## src/rtl/anc_fifo_pkg.sv

```systemverilog
package anc_fifo_pkg;
    typedef enum logic {
        ST_RUN   = 1'b0,
        ST_FLUSH = 1'b1
    } flush_st_e;
endpackage

```

## src/rtl/anc_fifo_ctrl.sv

```systemverilog
module anc_fifo_ctrl
    import anc_fifo_pkg::*;
#(
    parameter int TW         = 8,
    parameter logic [TW-1:0] THRESH_RST = 8'h80
) (
    input  logic          clk,
    input  logic          rst_n,
    input  logic          flush_we,
    input  logic          thresh_we,
    input  logic [TW-1:0] thresh_val,
    input  logic          route_we,
    input  logic          route_sel,
    output logic          clear,
    output logic          flush_busy,
    output logic [TW-1:0] thresh_q,
    output logic          route_q
);
    flush_st_e st, st_nx;

    always_ff @(posedge clk or negedge rst_n) begin
        if (!rst_n) st <= ST_RUN;
        else        st <= st_nx;
    end

    always_comb begin
        st_nx = st;
        unique case (st)
            ST_RUN:   st_nx = flush_we ? ST_FLUSH : ST_RUN;
            ST_FLUSH: st_nx = flush_we ? ST_FLUSH : ST_RUN;
            default:  st_nx = ST_RUN;
        endcase
    end

    always_comb begin
        clear      = (st == ST_FLUSH);
        flush_busy = (st == ST_FLUSH);
    end

    always_ff @(posedge clk or negedge rst_n) begin
        if (!rst_n) begin
            thresh_q <= THRESH_RST;
            route_q  <= 1'b0;
        end else begin
            if (thresh_we) thresh_q <= thresh_val;
            if (route_we)  route_q  <= route_sel;
        end
    end


    flush_busy_chk: assert property (@(posedge clk) disable iff (!rst_n)
        flush_we |=> flush_busy);
endmodule

```

## src/rtl/anc_fifo_store.sv

```systemverilog
module anc_fifo_store #(
    parameter int DEPTH = 512,
    parameter int DW    = 8,
    localparam int AW   = $clog2(DEPTH),
    localparam int CW   = AW + 1
) (
    input  logic          clk,
    input  logic          rst_n,
    input  logic          clear,
    input  logic          push,
    input  logic [DW-1:0] din,
    input  logic          pop,
    output logic [DW-1:0] head,
    output logic [CW-1:0] count,
    output logic          pop_ok,
    output logic          drop
);
    logic [DW-1:0] mem [DEPTH];
    logic [AW-1:0] wp, rp;
    logic          push_ok;

    always_comb begin
        push_ok = push && !clear && (count != CW'(DEPTH));
        drop    = push && !clear && (count == CW'(DEPTH));
        pop_ok  = pop  && !clear && (count != '0);
        head    = mem[rp];
    end

    always_ff @(posedge clk) begin
        if (push_ok) mem[wp] <= din;
    end

    always_ff @(posedge clk or negedge rst_n) begin
        if (!rst_n) begin
            wp    <= '0;
            rp    <= '0;
            count <= '0;
        end else if (clear) begin
            wp    <= '0;
            rp    <= '0;
            count <= '0;
        end else begin
            if (push_ok) wp <= (wp == AW'(DEPTH-1)) ? '0 : wp + 1'b1;
            if (pop_ok)  rp <= (rp == AW'(DEPTH-1)) ? '0 : rp + 1'b1;
            unique case ({push_ok, pop_ok})
                2'b10:   count <= count + 1'b1;
                2'b01:   count <= count - 1'b1;
                default: count <= count;
            endcase
        end
    end


    no_overflow_chk: assert property (@(posedge clk) disable iff (!rst_n)
        count <= CW'(DEPTH));

    flush_empty_chk: assert property (@(posedge clk) disable iff (!rst_n)
        clear |=> (count == '0));

    push_pop_hold_chk: assert property (@(posedge clk) disable iff (!rst_n)
        (push && pop && !clear && count != '0 && count != CW'(DEPTH))
        |=> (count == $past(count)));
endmodule

```

## src/rtl/anc_data_fifo.sv

```systemverilog
module anc_data_fifo #(
    parameter int DEPTH = 512,
    parameter int DW    = 8,
    parameter int TW    = 8,
    localparam int AW   = $clog2(DEPTH),
    localparam int CW   = AW + 1
) (
    input  logic          clk,
    input  logic          rst_n,
    input  logic          wr_en,
    input  logic [DW-1:0] wr_byte,
    input  logic          host_rd,
    input  logic          vid_pop,
    input  logic          thresh_we,
    input  logic [TW-1:0] thresh_val,
    input  logic          flush_we,
    input  logic          route_we,
    input  logic          route_sel,
    output logic [DW-1:0] host_data,
    output logic [DW-1:0] vid_data,
    output logic          vid_valid,
    output logic          thresh_irq,
    output logic          overflow,
    output logic          flush_busy
);
    logic          clear, route_q, pop_req, pop_ok, drop;
    logic [TW-1:0] thresh_q;
    logic [DW-1:0] head;
    logic [CW-1:0] count;

    anc_fifo_ctrl #(.TW(TW), .THRESH_RST(TW'(8'h80))) u_ctrl (
        .clk(clk), .rst_n(rst_n), .flush_we(flush_we),
        .thresh_we(thresh_we), .thresh_val(thresh_val),
        .route_we(route_we), .route_sel(route_sel),
        .clear(clear), .flush_busy(flush_busy),
        .thresh_q(thresh_q), .route_q(route_q)
    );

    assign pop_req = route_q ? host_rd : vid_pop;

    anc_fifo_store #(.DEPTH(DEPTH), .DW(DW)) u_store (
        .clk(clk), .rst_n(rst_n), .clear(clear),
        .push(wr_en), .din(wr_byte), .pop(pop_req),
        .head(head), .count(count), .pop_ok(pop_ok), .drop(drop)
    );

    assign thresh_irq = CW'(count >> 1) > CW'(thresh_q);

    always_ff @(posedge clk or negedge rst_n) begin
        if (!rst_n) begin
            host_data <= '0;
            vid_data  <= '0;
            vid_valid <= 1'b0;
            overflow  <= 1'b0;
        end else if (clear) begin
            host_data <= '0;
            vid_data  <= '0;
            vid_valid <= 1'b0;
            overflow  <= 1'b0;
        end else begin
            vid_valid <= pop_ok && !route_q;
            if (pop_ok && !route_q) vid_data <= head;
            if (route_q && host_rd) host_data <= pop_ok ? head : '0;
            if (drop) overflow <= 1'b1;
        end
    end


    ovf_sticky_chk: assert property (@(posedge clk) disable iff (!rst_n)
        (overflow && !clear) |=> overflow);

    host_owns_chk: assert property (@(posedge clk) disable iff (!rst_n)
        route_q |=> !vid_valid);

    empty_read_chk: assert property (@(posedge clk) disable iff (!rst_n)
        (route_q && host_rd && count == '0 && !clear) |=> (host_data == '0));
endmodule

```

## config.mk

```make
export PLATFORM = sky130hd
export DESIGN_NAME = anc_data_fifo
export DESIGN_NICKNAME = d
export VERILOG_FILES = /design/src/rtl/anc_fifo_pkg.sv /design/src/rtl/anc_fifo_ctrl.sv /design/src/rtl/anc_fifo_store.sv /design/src/rtl/anc_data_fifo.sv
export SDC_FILE = /design/constraint.sdc
export NUM_CORES = 2
export LEC_CHECK = 0
export BUFFER_PORTS_ARGS = -buffer_cell sky130_fd_sc_hd__buf_2
export CORE_MARGIN = 3
export CORE_UTILIZATION = 33
export CTS_CLUSTER_SIZE = 30
export DETAILED_ROUTE_END_ITERATION = 10
export PLACE_DENSITY = 0.48
export RECOVER_POWER = 100
export SYNTH_ARGS = -nofsm -noshare
export SYNTH_HDL_FRONTEND = slang
export SYNTH_SLANG_ARGS = --single-unit
export TNS_END_PERCENT = 5
```

## constraint.sdc

```tcl
create_clock -name clk -period 8.25 [get_ports clk]
set_clock_uncertainty 0.2 [all_clocks]
set_input_delay 0.4125 -clock clk [delete_from_list [all_inputs] [get_ports clk]]
set_output_delay 0.4125 -clock clk [all_outputs]
set_load 0.02 [all_outputs]
```

==> results.json <==
{
  "status": "complete, but fails checks",
  "failed_checks": "capacitance limit, slew limit",
  "dp_slack_ps": 2290,
  "fmax_ghz": 0.132,
  "grt_pass1_vias": 85275,
  "setup_viol": 0,
  "grt_max_degree": 196,
  "worstPathMaxFanout": 40,
  "required_ps": 8950,
  "maxSlewViolCount": 1813,
  "cap_violations": 31,
  "peakVddDrop_uv": 224,
  "clk_pin_slew_ps": 60,
  "slew_headroom_pct": -350,
  "fin_util_pct": 37.6,
  "clock_latency_ps": 1000,
  "fin_nets": 8527,
  "vias": 85591,
  "drtIter0Drc": 10493,
  "synth-edff-count": 4096,
  "setup_tns_ps": 0,
  "dp_hpwl_mm": 308,
  "grt-ovfl-total": 0,
  "synth_cell_types": 86,
  "critPathLaunchType": "flop",
  "core_area_sq_um": 492000,
  "dieArea_sq_um": 504000,
  "syn_inst": 8288,
  "cts_setup_buffers": 0,
  "die_h_um": 710,
  "synth_nets": 8331,
  "grt_setup_unrepaired": "no",
  "clockBufferDepth": 4,
  "drt-vias-per-instance": 5.58,
  "gp_congestion": 0.824,
  "wirelength_mm": 525,
  "powerDensity_nw_per_um2": 277,
  "cts_made_buffers": 428,
  "worst_pin_slew_ps": 6740,
  "grt_pass1_wl_mm": 720,
  "port_buffers": 44,
  "start_util_pct": 33.2,
  "worst_slack_ps": 687,
  "cts_sinks": 4152,
  "worst_ep_arrival_time_ps": 8260,
  "htreeDepth": 5,
  "endpoint_kind": "flop",
  "ctsRootBufferMaster": "clkbuf_16",
  "area_growth_pct": 13.2,
  "ant_nets": 0,
  "antenna_found_initial": 48,
  "dp_cells": 14476,
  "avgSynthCellArea_sq_um": 19.7,
  "num_rows": 257,
  "hp-class": "in2reg",
  "ios": 45,
  "ctsHoldBuffers": 52,
  "fin_hold_ws_ps": 257,
  "finalHoldViolations": 0,
  "synth_area_sq_um": 163000,
  "post-route-min-period_ps": 7560,
  "yosysWarnings": 0,
  "worstSetupPathType": "reg2reg",
  "ys_ff_latch": 4152,
  "ys_dominant_reg_cell": "edfxtp_1",
  "finalCritPeriodShare_pct": 91.7,
  "wire_per_inst_um": 34.2,
  "ys_seq_area_share_pct": 76.1,
  "groute.usage.overall_pct": 20.4,
  "drt_pass1_iterations": 6,
  "drc": 0,
  "async_flop_share_pct": 1.35,
  "die_x_um": 710,
  "drive_gt1_share_pct": 18.7,
  "n_fill_cell": 44412,
  "final_cells": 15329,
  "ctsResizeCount": 0,
  "cts_tree": "built",
  "p_leak_nw": 55.2
}
## cells by family (layout without fill, tap and decap cells)
family                     after synthesis  after routing  share of synthesized area, %
buffers and inverters                  566           1112                          2.22
muxes                                 1416           1416                          14.3
adders and majority gates               18             18                         0.138
other                                    0             20                             0
AOI/OAI and AO/OA                     1023           1023                          4.24
xor gates and xnor gates                 6              6                        0.0322
DFF                                   4152           4152                          76.1
and+or+nand+nor                       1107           1107                          2.93
## Yosys cell counts (109+ instances only)
| cell | n | area share (%) |
|---|---|---|
| clkbuf_1 | 216 | 0.50 |
| buf_2 | 133 | 0.41 |
| edfxtp_1 | 4096 | 75 |
| nor2_1 | 620 | 1.4 |
| nand2_1 | 191 | 0.44 |
| buf_6 | 109 | 0.75 |
| o221ai_1 | 182 | 0.98 |
| mux2i_1 | 656 | 4.0 |
| mux4_2 | 720 | 9.9 |
| o22ai_1 | 190 | 0.73 |
| o21ai_0 | 122 | 0.37 |
| a21oi_1 | 201 | 0.62 |
## placed cells by master (no fill, tap or decap), drive strengths merged, types with 8 or more instances in the layout
| cell | Yosys | final |
|---|---|---|
| a22oi | 99 | 99 |
| nor3b | 9 | 9 |
| nor3 | 73 | 73 |
| mux4 | 727 | 727 |
| o221ai | 182 | 182 |
| a31oi | 39 | 39 |
| edfxtp | 4096 | 4096 |
| nor2 | 623 | 623 |
| bufinv | 0 | 43 |
| diode | 0 | 20 |
| or3 | 8 | 8 |
| nand2b | 18 | 18 |
| inv | 23 | 38 |
| nand2 | 191 | 191 |
| ha | 18 | 18 |
| a21oi | 201 | 201 |
| nand4 | 19 | 19 |
| o22ai | 190 | 190 |
| clkbuf | 220 | 567 |
| mux2 | 33 | 33 |
| buf | 321 | 213 |
| clkinv | 1 | 176 |
| dfrtp | 55 | 55 |
| mux2i | 656 | 656 |
| a211oi | 31 | 31 |
| clkinvlp | 0 | 23 |
| nor2b | 15 | 15 |
| dlygate4sd3 | 1 | 52 |
| o211ai | 18 | 18 |
| a221oi | 25 | 25 |
| nor4 | 29 | 29 |
| o31ai | 14 | 14 |
| nand3 | 56 | 56 |
| a22o | 10 | 10 |
| o21ai | 144 | 144 |
| and2 | 32 | 32 |
## final cells by class
class	count	area (sq um)	share of cell area, %
Sequential cell	4152	124000	67.3
Multi-Input combinational cell	3570	35600	19.3
Clock buffer	524	11200	6.08
Tap cell	6475	8100	4.38
Timing Repair Buffer	308	2850	1.54
Clock inverter	256	2480	1.34
Inverter	24	105	0.0569
Antenna cell	20	50.0	0.0271
## metrics by stage
stage / total power, mW / instance area (sq um)
finish: 51.2 / 185000
floorplan: 30.0 / 163000
detailed placement: 32.5 / 171000
global placement: 32.4 / 171000
global route: 52.8 / 185000
CTS: 51.6 / 185000
## registers in the layout (all words and copies together), names as in the netlist
register,count
u_ctrl.thresh_q,8
host_data,8
vid_data,8
overflow,1
u_ctrl.route_q,1
u_store.rp,9
u_store.count,10
u_ctrl.clear,1
u_store.wp,9
vid_valid,1
u_store.mem,4096
## worst max-delay path, cell delays in order (launching register included)
cell and delay, ps:
dfrtp_4 1160, and2_0 2570, buf_4 670, a22oi_1 220, a21oi_1 450, nor4_1 130
buf_4 200, nor4_1 1230, a31oi_1 300, o21ai_0 250
## worst paths after layout
| kind | slack [ps] | startpoint | depth (start not counted) | end |
|---|---|---|---|---|
| min | 260 | host_rd | 5 | host_data[6]$_DFFE_PN0P_ |
| max reg2reg | 690 | u_store.rp[2]$_DFFE_PN0P_ | 9 | vid_data[4]$_DFFE_PN0P_ |
| min in group asynchronous | 1620 | rst_n | 4 | vid_valid$_DFF_PN0_ |
| max | 690 | u_store.rp[2]$_DFFE_PN0P_ | 9 | vid_data[4]$_DFFE_PN0P_ |
| max in group asynchronous | 3590 | rst_n | 4 | u_store.rp[0]$_DFFE_PN0P_ |
| min reg2reg | 340 | host_data[2]$_DFFE_PN0P_ | 2 | host_data[2]$_DFFE_PN0P_ |
## routing by layer
layer | up-vias | track usage [%] | part of all wire [%]
li1 | 34668 | - | -
met2 | 3764 | 32.3 | 47
met5 | - | 0 | 0.0080
met3 | 714 | 3.58 | 7.3
met1 | 46437 | 28.5 | 42
met4 | 8 | 6.53 | 3.6
## power breakdown
group	total [mW]	switching, mW	internal (mW)
clock	19.2	8.24	11.0
sequential	23.4	0.150	23.2
combinational	8.58	4.96	3.62
(Power assumes the default switching activity.)
